File: src/rtl/dds_pkg.sv
package dds_pkg;

    // Top address bit splits the write space into tuning words and offsets.
    typedef enum logic {
        SPACE_TUNE   = 1'b0,
        SPACE_OFFSET = 1'b1
    } wr_space_e;

endpackage

File: src/rtl/dds_wr_decode.sv
module dds_wr_decode #(
    parameter int NUM_FREQ = 2,
    parameter int HALVES   = 2,
    parameter int NUM_OFFS = 4,
    parameter int FIDX_W   = 2,
    parameter int OIDX_W   = 2,
    parameter int ADDR_W   = 3
) (
    input  logic                         wr_en,
    input  logic [ADDR_W-1:0]            wr_addr,
    output logic [NUM_FREQ*HALVES-1:0]   half_we,
    output logic [NUM_OFFS-1:0]          offs_we
);
    import dds_pkg::*;

    wr_space_e space;
    assign space = wr_space_e'(wr_addr[ADDR_W-1]);

    // Tuning slot index is {word index, half index}; half index is the LSB.
    for (genvar i = 0; i < NUM_FREQ*HALVES; i++) begin : g_half
        assign half_we[i] = wr_en && (space == SPACE_TUNE)
                            && (wr_addr[FIDX_W-1:0] == FIDX_W'(i));
    end

    for (genvar j = 0; j < NUM_OFFS; j++) begin : g_offs
        assign offs_we[j] = wr_en && (space == SPACE_OFFSET)
                            && (wr_addr[OIDX_W-1:0] == OIDX_W'(j));
    end

endmodule

File: src/rtl/dds_tuning_bank.sv
module dds_tuning_bank #(
    parameter int ACC_W    = 32,
    parameter int DATA_W   = 16,
    parameter int NUM_FREQ = 2,
    parameter int FSEL_W   = 1,
    localparam int HALVES  = ACC_W / DATA_W
) (
    input  logic                          clk,
    input  logic                          rst,
    input  logic [NUM_FREQ*HALVES-1:0]    half_we,
    input  logic [DATA_W-1:0]             wr_data,
    input  logic [FSEL_W-1:0]             fsel,
    output logic [NUM_FREQ*ACC_W-1:0]     word_flat,
    output logic [ACC_W-1:0]              word_sel
);
    typedef struct packed {
        logic [NUM_FREQ-1:0][ACC_W-1:0] word;
    } tune_t;

    tune_t tune_d, tune_q;

    always_comb begin
        tune_d = tune_q;
        for (int f = 0; f < NUM_FREQ; f++) begin
            for (int h = 0; h < HALVES; h++) begin
                if (half_we[f*HALVES + h]) begin
                    tune_d.word[f][h*DATA_W +: DATA_W] = wr_data;
                end
            end
        end
        if (rst) begin
            tune_d = '0;
        end
    end

    always_ff @(posedge clk) begin
        tune_q <= tune_d;
    end

    assign word_flat = tune_q.word;
    assign word_sel  = tune_q.word[fsel];

endmodule

File: src/rtl/dds_offset_bank.sv
module dds_offset_bank #(
    parameter int PH_W     = 12,
    parameter int DATA_W   = 16,
    parameter int NUM_OFFS = 4,
    parameter int PSEL_W   = 2
) (
    input  logic                          clk,
    input  logic                          rst,
    input  logic [NUM_OFFS-1:0]           offs_we,
    input  logic [DATA_W-1:0]             wr_data,
    input  logic [PSEL_W-1:0]             psel,
    output logic [NUM_OFFS*PH_W-1:0]      offs_flat,
    output logic [PH_W-1:0]               offs_sel
);
    typedef struct packed {
        logic [NUM_OFFS-1:0][PH_W-1:0] offs;
    } offs_t;

    offs_t offs_d, offs_q;

    always_comb begin
        offs_d = offs_q;
        for (int k = 0; k < NUM_OFFS; k++) begin
            if (offs_we[k]) begin
                offs_d.offs[k] = wr_data[PH_W-1:0];
            end
        end
        if (rst) begin
            offs_d = '0;
        end
    end

    always_ff @(posedge clk) begin
        offs_q <= offs_d;
    end

    assign offs_flat = offs_q.offs;
    assign offs_sel  = offs_q.offs[psel];

    // Data bits above the offset width are deliberately dropped.
    logic unused_hi;
    assign unused_hi = ^wr_data[DATA_W-1:PH_W];

endmodule

File: src/rtl/dds_phase_accum.sv
module dds_phase_accum #(
    parameter int ACC_W = 32,
    parameter int PH_W  = 12
) (
    input  logic              clk,
    input  logic              rst,
    input  logic [ACC_W-1:0]  step_word,
    input  logic [PH_W-1:0]   offset,
    output logic [ACC_W-1:0]  acc,
    output logic [PH_W-1:0]   phase
);
    typedef struct packed {
        logic [ACC_W-1:0] acc;
        logic [PH_W-1:0]  phase;
    } accum_t;

    accum_t st_d, st_q;

    always_comb begin
        st_d       = st_q;
        st_d.acc   = st_q.acc + step_word;
        st_d.phase = st_q.acc[ACC_W-1 -: PH_W] + offset;
        if (rst) begin
            st_d = '0;
        end
    end

    always_ff @(posedge clk) begin
        st_q <= st_d;
    end

    assign acc   = st_q.acc;
    assign phase = st_q.phase;

endmodule

File: src/rtl/dds_phase_core.sv
module dds_phase_core #(
    parameter int ACC_W    = 32,
    parameter int PH_W     = 12,
    parameter int DATA_W   = 16,
    parameter int NUM_FREQ = 2,
    parameter int NUM_OFFS = 4,
    localparam int HALVES  = ACC_W / DATA_W,
    localparam int FSEL_W  = $clog2(NUM_FREQ),
    localparam int PSEL_W  = $clog2(NUM_OFFS),
    localparam int HIDX_W  = $clog2(HALVES),
    localparam int FIDX_W  = FSEL_W + HIDX_W,
    localparam int ADDR_W  = 1 + ((FIDX_W > PSEL_W) ? FIDX_W : PSEL_W)
) (
    input  logic               clk,
    input  logic               rst,
    input  logic               wr_en,
    input  logic [ADDR_W-1:0]  wr_addr,
    input  logic [DATA_W-1:0]  wr_data,
    input  logic [FSEL_W-1:0]  fsel,
    input  logic [PSEL_W-1:0]  psel,
    output logic [ACC_W-1:0]   acc_out,
    output logic [PH_W-1:0]    phase_out
);
    logic [NUM_FREQ*HALVES-1:0] half_we;
    logic [NUM_OFFS-1:0]        offs_we;
    logic [NUM_FREQ*ACC_W-1:0]  freq_flat;
    logic [ACC_W-1:0]           freq_sel;
    logic [NUM_OFFS*PH_W-1:0]   offs_flat;
    logic [PH_W-1:0]            offs_sel;

    dds_wr_decode #(
        .NUM_FREQ (NUM_FREQ),
        .HALVES   (HALVES),
        .NUM_OFFS (NUM_OFFS),
        .FIDX_W   (FIDX_W),
        .OIDX_W   (PSEL_W),
        .ADDR_W   (ADDR_W)
    ) decode_i (
        .wr_en    (wr_en),
        .wr_addr  (wr_addr),
        .half_we  (half_we),
        .offs_we  (offs_we)
    );

    dds_tuning_bank #(
        .ACC_W    (ACC_W),
        .DATA_W   (DATA_W),
        .NUM_FREQ (NUM_FREQ),
        .FSEL_W   (FSEL_W)
    ) tune_i (
        .clk       (clk),
        .rst       (rst),
        .half_we   (half_we),
        .wr_data   (wr_data),
        .fsel      (fsel),
        .word_flat (freq_flat),
        .word_sel  (freq_sel)
    );

    dds_offset_bank #(
        .PH_W     (PH_W),
        .DATA_W   (DATA_W),
        .NUM_OFFS (NUM_OFFS),
        .PSEL_W   (PSEL_W)
    ) offs_i (
        .clk       (clk),
        .rst       (rst),
        .offs_we   (offs_we),
        .wr_data   (wr_data),
        .psel      (psel),
        .offs_flat (offs_flat),
        .offs_sel  (offs_sel)
    );

    dds_phase_accum #(
        .ACC_W (ACC_W),
        .PH_W  (PH_W)
    ) accum_i (
        .clk       (clk),
        .rst       (rst),
        .step_word (freq_sel),
        .offset    (offs_sel),
        .acc       (acc_out),
        .phase     (phase_out)
    );

endmodule

File: config.mk
export PLATFORM = sky130hd
export DESIGN_NAME = dds_phase_core
export DESIGN_NICKNAME = d
export VERILOG_FILES = /design/src/rtl/dds_pkg.sv /design/src/rtl/dds_wr_decode.sv /design/src/rtl/dds_tuning_bank.sv /design/src/rtl/dds_offset_bank.sv /design/src/rtl/dds_phase_accum.sv /design/src/rtl/dds_phase_core.sv
export SDC_FILE = /design/constraint.sdc
export NUM_CORES = 1
export LEC_CHECK = 0
export BUFFER_PORTS_ARGS = -buffer_cell sky130_fd_sc_hd__buf_2
export CAP_MARGIN = 30
export CORE_MARGIN = 2
export CORE_UTILIZATION = 30
export CTS_CLUSTER_SIZE = 24
export DETAILED_ROUTE_END_ITERATION = 7
export SKIP_CTS_REPAIR_TIMING = 1
export SYNTH_ARGS = -nofsm -noshare
export SYNTH_HDL_FRONTEND = slang
export SYNTH_SLANG_ARGS = --single-unit
File: constraint.sdc
create_clock -name clk -period 2.6 [get_ports clk]
set_input_delay 0.13 -clock clk [delete_from_list [all_inputs] [get_ports clk]]
set_output_delay 0.13 -clock clk [all_outputs]
set_load 0.005 [all_outputs]
== Word-level counts from Yosys, hierarchy flattened ==
Index checks and enable logic that the tools add are counted.
Word-level totals
  output and inout bits: 44
  bits in registers: 156
  memories kept: 0
  bits in writable memories: 0
  latch bits: 0
  bits in read-only memories: 0
  input bits: 25
Cells by class
  div/mod/pow operators: 0
  magnitude comparators: 2
  add/sub/neg operators: 2
  shift operators: 0
  multiply operators: 0
  bitwise logic cells: 1
  eq/ne operators: 3
  mux-type cells: 4
  reductions and logical operators: 11
Operator list (number)
  32-bit two-way mux: 2
  32-bit adder: 1
  12-bit binary-select mux with 2-bit select: 1
  12-bit adder: 1
  12-bit two-way mux: 1
  1-bit logical AND: 10
  2-bit equality test, second input constant: 2
  2-bit by 3-bit < comparator with 1-bit output, second input constant: 1
  2-bit by 1-bit equality test with 1-bit output, second input constant: 1
  2-bit logical NOT: 1
  1-bit by 2-bit < comparator with 1-bit output, second input constant: 1
  1-bit NOT: 1

== Logic depth before layout (Yosys ltp) ==
Gate-level depths: netlist of run 1.
  depth in word-level cells: 3
  depth in mapped cells: 11

== By module ==
A second synthesis of run 1 with hierarchy kept.
Unflattened totals
  cell total of the unflattened synthesis: 822
  area, all modules: 8240.4 µm²
By module, submodules not included
  dds_phase_accum: sequential area each 880.8 µm², area each 3324.4 µm², instances 1, cells each 404
  dds_tuning_bank: sequential area each 1281.2 µm², area each 2847.7 µm², instances 1, cells each 243
  dds_offset_bank: sequential area each 960.9 µm², area each 1971.9 µm², instances 1, cells each 167
  dds_wr_decode: sequential area each 0.0 µm², area each 96.3 µm², instances 1, cells each 8

== Worst setup path after synthesis of run 1 ==
Ideal clock, no wire load.
  path kind: in2reg
  from: in fsel
  to: reg accum_i.st_q (netlist bit accum_i.acc[11])
  setup slack: -0.237 ns
  required time: 2.466 ns
  data arrival time: 2.703 ns
  stages: 10
  setup time: 0.134 ns
  cells stage by stage: clkbuf_1 clkbuf_1 mux2_2 ha_1 a21o_1 and4_1 o211ai_2 a211oi_1 o2111a_1 or4_1
On the way
  word-level cells in the longest chain between the ends: 3
RTL lines
  start: declaration: line dds_phase_core.sv:19  | input logic [FSEL_W-1:0] fsel,
  32-bit two-way mux (not written as such) (2 in a row): line dds_tuning_bank.sv:41  | assign word_sel = tune_q.word[fsel];
  32-bit adder: line dds_phase_accum.sv:21  | st_d.acc = st_q.acc + step_word;
  end signal: assignment: line dds_phase_accum.sv:29  | st_q <= st_d;
  end: declaration: line dds_phase_accum.sv:17  | accum_t st_d, st_q;
Every way passes these cells. The select of a mux whose other input is x is not followed.
A chain may end at the register's enable or synchronous reset.

== Worst setup path in the final report of run 1 ==
  from: reg tune_i.tune_q (netlist bit tune_i.word_flat[0])
  to: reg accum_i.st_q (netlist bit accum_i.acc[28])
On the way
  word-level cells in the longest chain between the ends: 3
RTL lines
  start: declaration: line dds_tuning_bank.sv:20  | tune_t tune_d, tune_q;
  start signal: assignment: line dds_tuning_bank.sv:37  | tune_q <= tune_d;
  32-bit two-way mux (not written as such) (2 in a row): line dds_tuning_bank.sv:41
  32-bit adder: line dds_phase_accum.sv:21
Every way passes these cells. The select of a mux whose other input is x is not followed.

==> results.yml, run 1 <==
run_status:
  outcome: "completed"
timing:
  period_share_pct: 96.45
  max_freq_mhz: 398.8
  tightestPinTransition_ns: 0.6981
  fin_crit_ns: 2.508
  tns_ns: 0
  layout_setup_ws_ns: 0.09237
  finalHoldViolations: 0
  skew_ns: 0.01004
  slew_headroom_pct: 53.33
  setup_viol: 0
  slew_violations: 0
  rsz0062_at_grt: "true"
critical_path:
  required_ns: 2.91
  crit_chain: "mux2_4, ha_4, fa_2, a21o_1, a31oi_1, buf_4, o211ai_1, nand4_1, a211oi_2, a311o_1"
  critPathTopFamily: "compound AO/OA/AOI/OAI gates"
  cp-end-kind: "register"
  worst-path-buf-inv: 1
  setup.worst_path.class: "register to register"
  reg2regPathDepth: 10
  cp.arrival_ns: 2.82
  r2r_slack_ns: 0.09
  crit_fanout: 4
  crit_path_max_incr_delay_ns: 0.37
  cp_slowest_cell: "fa_2"
  start_kind: "register"
  rr_endpoint: "accum_i.acc[28]"
  r2r-start: "tune_i.word_flat[0]"
clocking:
  cts.clk_slew.worst_paths_ns: 0.07
  clk_latency_ns: 0.43
  cts_tree: "yes"
  clk_path_buf_depth: 2
  htreeDepth: 4
  clock-sinks: 156
  cts-buffers-inserted: 17
  cts-root-buf: "clkbuf_16"
yosys:
  avgSynthCellArea_um2: 8.008
  synthMuxAreaShare_pct: 8.153
  yosysWarnings: 0
  synth.distinct_cells: 68
  synth_top_family_by_area: "simple AND/OR/NAND/NOR gates"
  synth-seq-cells: 156
  netlist_area_mm2: 0.008257
  synth_compound_area_share_pct: 18.43
  synth_edf_count: 0
  ys_seq_area_share_pct: 37.82
  synthArstFlopShare_pct: 0
  synth-main-ff-cell: "dfxtp_1"
  synthXorXnorAreaFrac_pct: 2.122
  synthSimpleGateAreaFrac_pct: 22.90
  synth_cells: 1031
  synthAdderAreaFrac_pct: 6.850
  syn_nets: 1100
placement:
  gp_congestion: 0.9100
  place_area_mm2: 0.009779
  place_ws_ns: -0.1895
  hpwl_um: 18780
  portBuffers: 68
power_and_ir_drop:
  comb_power_share_pct: 15.9
  power_frac_seq_pct: 43.3
  peakVddDrop_mv: 0.3483
  pwr-share-clk_pct: 40.8
  intPower_mw: 4.307
  switching_share_pct: 28.34
  p_leak_nw: 4.362
  power_switching_mw: 1.703
  power.density_mw_per_mm2: 574.5
global_routing:
  antenna_found_initial: 2
  grt_max_degree: 54
  grt_pass1_wl_um: 40220
  grt_pass1_vias: 7616
  grt_usage_pct: 17.80
  grt.overflow.total: 0
cells_and_area:
  nets: 1253
  n_antenna_cell: 0
  finalInstanceArea_mm2: 0.01046
  area_delta_synth_final_pct: 26.69
  final_util_pct: 38.70
  fillers: 2786
  drive_gt1_share_pct: 25.31
routing:
  routed_wl_um: 25330
  routedWlPerCell_um: 16.47
  ant_nets: 0
  initialDrtViolationCount: 505
  num_vias: 7728
  vias_per_cell: 5.025
  drc: 0
  drt_pass1_iterations: 5
die:
  ios: 69
  placementRows: 60
  die_w_um: 169.9
  initial_core_util_pct: 30.55
  dieArea_mm2: 0.02887
  dieHeight_um: 169.9
  core_mm2: 0.02703
run:
  cap_viol_max_count: 0
worst_hold_path:
  hold_path_class: "input pin to register"
  min_to: "tune_i.word_flat[45]"
  hold_depth: 3
  worstHoldStart: "wr_data[13]"
==> power by group through the flow <==
stage / sequential [mW] / clock (mW) / combinational, mW
after detailed placement: 2.66 / 0 / 0.949
final: 2.60 / 2.45 / 0.957
after global placement: 2.66 / 0 / 0.925
after floorplan: 2.62 / 0 / 0.552
after CTS: 2.61 / 2.49 / 0.953
after global routing: 2.62 / 2.60 / 1.06
==> metrics by stage <==
| step | hold WS, ns | instances | power, mW |
|---|---|---|---|
| floorplan | 0.2660 | 1031 | 3.177 |
| global placement | 0.4170 | 1504 | 3.589 |
| detailed placement | 0.4185 | 1504 | 3.609 |
| CTS | -0.03214 | 1536 | 6.053 |
| global route | 0.004193 | 1538 | 6.275 |
| finish | 0.007685 | 1538 | 6.010 |
==> routing by layer <==
| metal | up-vias | part of all wire (%) | GRT usage (%) |
|---|---|---|---|
| li1 | 3916 | - | - |
| met1 | 3595 | 47 | 23.91 |
| met2 | 176 | 46 | 29.16 |
| met3 | 37 | 4.4 | 3.047 |
| met4 | 4 | 2.0 | 5.611 |
| met5 | - | 0.087 | 0 |
==> final cells by class <==
cell class	instances	area [um^2]	area share, %
multi-input combinational	799	4917	47.01
inverter	9	33.78	0.3230
tap	341	426.7	4.079
clock buffer	18	439.2	4.199
sequential	156	3124	29.87
timing repair buffer	201	1381	13.21
clock inverter	14	137.6	1.316
==> sequential cells by signal, summed over array words and instances, names as in the netlist <==
register / count
tune_i.word_flat: 64
accum_i.phase: 12
offs_i.offs_flat: 48
accum_i.acc: 32
==> Yosys cell counts, drive strengths merged, types with 7 or more instances <==
master,count,share of area [%]
ha,42,6.4
a21o,13,1.2
nand4,11,0.83
o21a,8,0.73
nor2,58,2.6
nand2,257,12
a211oi,10,0.91
mux2,34,4.6
o21ai,25,1.5
a21oi,153,9.3
mux4,12,3.3
nand3,19,1.2
dfxtp,156,38
nor2b,14,1.1
xor2,7,0.74
nor3,24,1.5
inv,9,0.41
buf,15,0.77
o211ai,7,0.70
xnor2,13,1.4
clkbuf,52,2.5
==> layout by cell type (no fill, tap or decap), types with 5 or more instances in the layout <==
cell	netlist	layout
nand2_1	256	255
o21ai_0	24	22
a31oi_1	6	5
nand4_1	11	11
mux2_2	34	33
nor3_1	24	24
a21o_1	13	13
dfxtp_1	156	155
or3_1	5	5
buf_4	1	130
nor4_1	6	5
a21oi_1	153	151
buf_2	3	67
o21bai_1	6	6
inv_1	8	8
xnor2_1	13	13
and2_1	6	6
clkbuf_16	0	17
nand3_1	18	18
nor2b_1	14	14
mux4_2	12	12
ha_1	42	40
xor2_1	7	7
nor2_1	58	58
a211oi_1	10	8
o211ai_1	6	6
o21a_1	8	8
nor3b_1	6	6
==> worst register-to-register path, cell delays in order, from the launching register on <==
cell	delay (ns)
dfxtp_2	0.32
mux2_4	0.28
ha_4	0.17
fa_2	0.37
a21o_1	0.18
a31oi_1	0.18
buf_4	0.16
o211ai_1	0.14
nand4_1	0.22
a211oi_2	0.10
a311o_1	0.27
==> worst max-delay path by stage <==
| stage | startpoint | end | slack (ns) | depth (start not counted) |
|---|---|---|---|---|
| after floorplan | fsel | accum_i.acc[11] | 0.02 | 10 |
| after global placement | fsel | accum_i.acc[27] | -0.17 | 10 |
| after detailed placement | fsel | accum_i.acc[27] | -0.19 | 10 |
| after CTS | offs_i.offs_flat[36] | accum_i.phase[10] | -0.11 | 9 |
| after global routing | tune_i.word_flat[0] | accum_i.acc[28] | -0.03 | 10 |
| final | tune_i.word_flat[0] | accum_i.acc[28] | 0.09 | 10 |
==> logic make-up after synthesis <==
kind of cell / Yosys count
AND/OR/NAND/NOR: 430
AO/OA/AOI/OAI: 257
flip-flops: 156
buffers and inverters: 76
multiplexers: 48
adder cells (fa/ha/maj): 44
XOR/XNOR: 20
No activity file was read; power rests on OpenSTA's default activity.
==> run 2, diff against run 1 <==
- SYNTH_HIERARCHICAL: unset -> 1
==> run 2 against run 1 <==
  * Clock skew is 0.0017 ns lower
  * Utilization is 0.31 points lower
  * Non-clock buffer count is 9 lower
  * Clock power is 3% lower
  * Worst hold slack better by 0.0051 ns
  * Total power is 9.4% lower
  * Die area is 0.19% lower
  * Design area is 1.1% lower
  * Flip-flop and latch count stayed put
  * Sequential power is 4% lower
  * The flow now finishes with violations (setup timing)
  * Maximum frequency is 3.6% lower
  * Critical endpoint is now accum_i/acc[28]
==> results.yml, run 2 <==
run_status:
  outcome: "complete, but fails checks"
  violations: "setup timing"
power_and_ir_drop:
  finalPower_mw: 5.442
  switching_share_pct: 26.91
  power.density_mw_per_mm2: 525.9
  intPower_mw: 3.978
  pwr-share-clk_pct: 43.5
  p_leak_nw: 4.451
  power_switching_mw: 1.465
  comb_power_share_pct: 10.5
  power_frac_seq_pct: 46.0
  peakVddDrop_mv: 0.4375
yosys:
  yosysTopAreaCell: "dfxtp_1"
  ys_seq_area_share_pct: 37.90
  synth_edf_count: 0
  netlist_area_mm2: 0.008240
  synthTopCellsByCount: "163 x nor2_1, 156 x dfxtp_1, 112 x mux2i_1"
  synth-seq-cells: 156
  avgSynthCellArea_um2: 10.02
  yosysWarnings: 6
  yosys.cell_count.top_type: "nor2_1"
  synth_cells: 822
  synth.distinct_cells: 60
  syn_nets: 891
  ys_top_cells_by_area: "dfxtp_1 38%, mux2i_1 14%, nor2_1 7.4%, ha_1 6.4%, mux2_4 5.8%"
  synth_top_area_share_pct: 37.90
  synthArstFlopShare_pct: 0
  synth-main-ff-cell: "dfxtp_1"
cells_and_area:
  area_delta_synth_final_pct: 25.58
  nets: 1056
  largest_reg_flops: 64
  layout_common_cells: "161 x nor2_1, 155 x dfxtp_1, 123 x buf_4"
  seqCellArea_mm2: 0.003124
  final_util_pct: 38.40
  finalInstanceArea_mm2: 0.01035
  multi_input_comb_area_mm2: 0.004895
  layout_commonest_cell: "nor2_1"
  drive_gt1_share_pct: 31.10
  fillers: 2635
timing:
  setup_viol: 2
  period_share_pct: 100.1
  slew_violations: 0
  max_freq_mhz: 384.3
  slew_headroom_pct: 57.25
  tightestPinTransition_ns: 0.6412
  skew_ns: 0.008372
  finalHoldViolations: 0
  fin_crit_ns: 2.602
  rsz0062_at_grt: "true"
  layout_setup_ws_ns: -0.002456
critical_path:
  cp_slowest_cell: "fa_2"
  reg2regPathDepth: 10
  rr_endpoint: "accum_i/acc[28]"
  crit_path_max_incr_delay_ns: 0.34
  crit_top_cell: "a21o_1"
  r2r-start: "tune_i/word_flat[0]"
  required_ns: 2.91
  cp.arrival_ns: 2.92
  critPathTopFamily: "compound AO/OA/AOI/OAI gates"
  start_kind: "register"
  crit_chain: "mux2_4, ha_4, fa_2, a21o_1, a31oi_4, nor2_2, a211o_1, a21o_1, a21oi_2, mux2_1"
  r2r_slack_ns: -0.002
  cp-endpoint: "accum_i/acc[28]"
  worst-path-buf-inv: 0
  cp-end-kind: "register"
  path_depth: 10
  setup.worst_path.class: "register to register"
  crit_fanout: 3
  startpoint: "tune_i/word_flat[0]"
clocking:
  clk_path_buf_depth: 2
  cts.clk_slew.worst_paths_ns: 0.06
  cts-root-buf: "clkbuf_16"
  clk_latency_ns: 0.43
  clock-sinks: 156
  htreeDepth: 4
  cts-buffers-inserted: 17
  cts_tree: "yes"
placement:
  portBuffers: 68
  place_ws_ns: -0.2641
  gp_congestion: 0.8622
  hpwl_um: 16360
  place_area_mm2: 0.009637
die:
  die_w_um: 169.7
  core_mm2: 0.02695
  ios: 69
  dieArea_mm2: 0.02881
  placementRows: 60
  initial_core_util_pct: 30.58
  dieHeight_um: 169.7
routing:
  top_layer_used: "met5"
  num_vias: 6500
  vias_per_cell: 4.844
  drt_pass1_iterations: 5
  ant_nets: 0
  drt-met1-wl_um: 10160
  initialDrtViolationCount: 317
  met3WireLength_um: 881
  wl_met2_um: 10640
  routedWlPerCell_um: 16.44
  routed_wl_um: 22070
  drc: 0
run:
  cap_viol_max_count: 0
global_routing:
  antenna_found_initial: 4
  grt_max_degree: 97
  grt.overflow.total: 0
  grt_pass1_vias: 6454
  grt_pass1_wl_um: 34440
  grt_usage_pct: 15.52
worst_hold_path:
  hold_path_class: "input pin to register"
  worstHoldStart: "wr_data[15]"
[run 2: cell types whose count changed in the layout (fill, tap and decap cells not counted), sizes merged, moves of 8 or more]
cell   before  now
a21oi     153   41
nor3       24    8
buf       200  192
nand3      19    7
mux2i       2  112
nor2       58  163
nand2     257   28
[run 2: layout make-up]
class	count	share of cell area [%]
flip-flops and latches	156	30.19
clock buffers	18	4.147
repair buffers	192	12.55
diodes	1	0.02418
inverters	11	0.3990
clock inverters	14	1.269
multi-input cells	609	47.30
well taps	341	4.123
[run 2: cell families after synthesis]
group           count (synthesis)  share of synthesized area, %
xor+xnor                       27                         2.870
simple gates                  252                         13.79
buf+inv                        57                         4.752
mux                           162                         23.67
fa+ha+maj                      44                         6.863
compound gates                124                         10.16
flops                         156                         37.90
[run 2: worst reg2reg max path: cells and delay by family, from the launching register on]
| family | cells | cell delay, ns |
|---|---|---|
| and+or+nand+nor | 1 | 0.06 |
| DFF | 1 | 0.31 |
| muxes | 2 | 0.59 |
| adders and majority gates | 2 | 0.51 |
| AOI/OAI and AO/OA | 5 | 1.02 |
[run 2: worst min-delay path by stage]
stage                      endpoint  cells after the start
2_1_floorplan  offs_i/offs_flat[12]                      2
3_3_place_gp   tune_i/word_flat[15]                      3
3_5_place_dp   tune_i/word_flat[15]                      3
4_1_cts        tune_i/word_flat[15]                      3
5_1_grt        tune_i/word_flat[63]                      3
6_report       tune_i/word_flat[15]                      3
[run 2: routing by layer]
layer,global-route usage [%],up-vias
met5,0,-
met1,19.42,3113
met4,4.496,6
met3,3.708,27
met2,26.55,101
li1,-,3253
[run 2: power groups by stage]
| stage | clock [mW] | combinational, mW | sequential, mW |
|---|---|---|---|
| detailed placement | 0 | 0.564 | 2.56 |
| global placement | 0 | 0.554 | 2.56 |
| finish | 2.37 | 0.574 | 2.50 |
| floorplan | 0 | 0.348 | 2.54 |
| CTS | 2.42 | 0.568 | 2.50 |
| global route | 2.53 | 0.626 | 2.51 |
[run 2: per-stage QoR]
step / std cells / hold slack (ns) / setup TNS [ns]
2_1_floorplan: 822 / 0.2768 / -0.2113
3_3_place_gp: 1307 / 0.4354 / -2.118
3_5_place_dp: 1307 / 0.4468 / -2.816
4_1_cts: 1339 / -0.0006247 / -1.090
5_1_grt: 1341 / 0.03201 / -0.3502
6_report: 1342 / 0.01275 / -0.002470
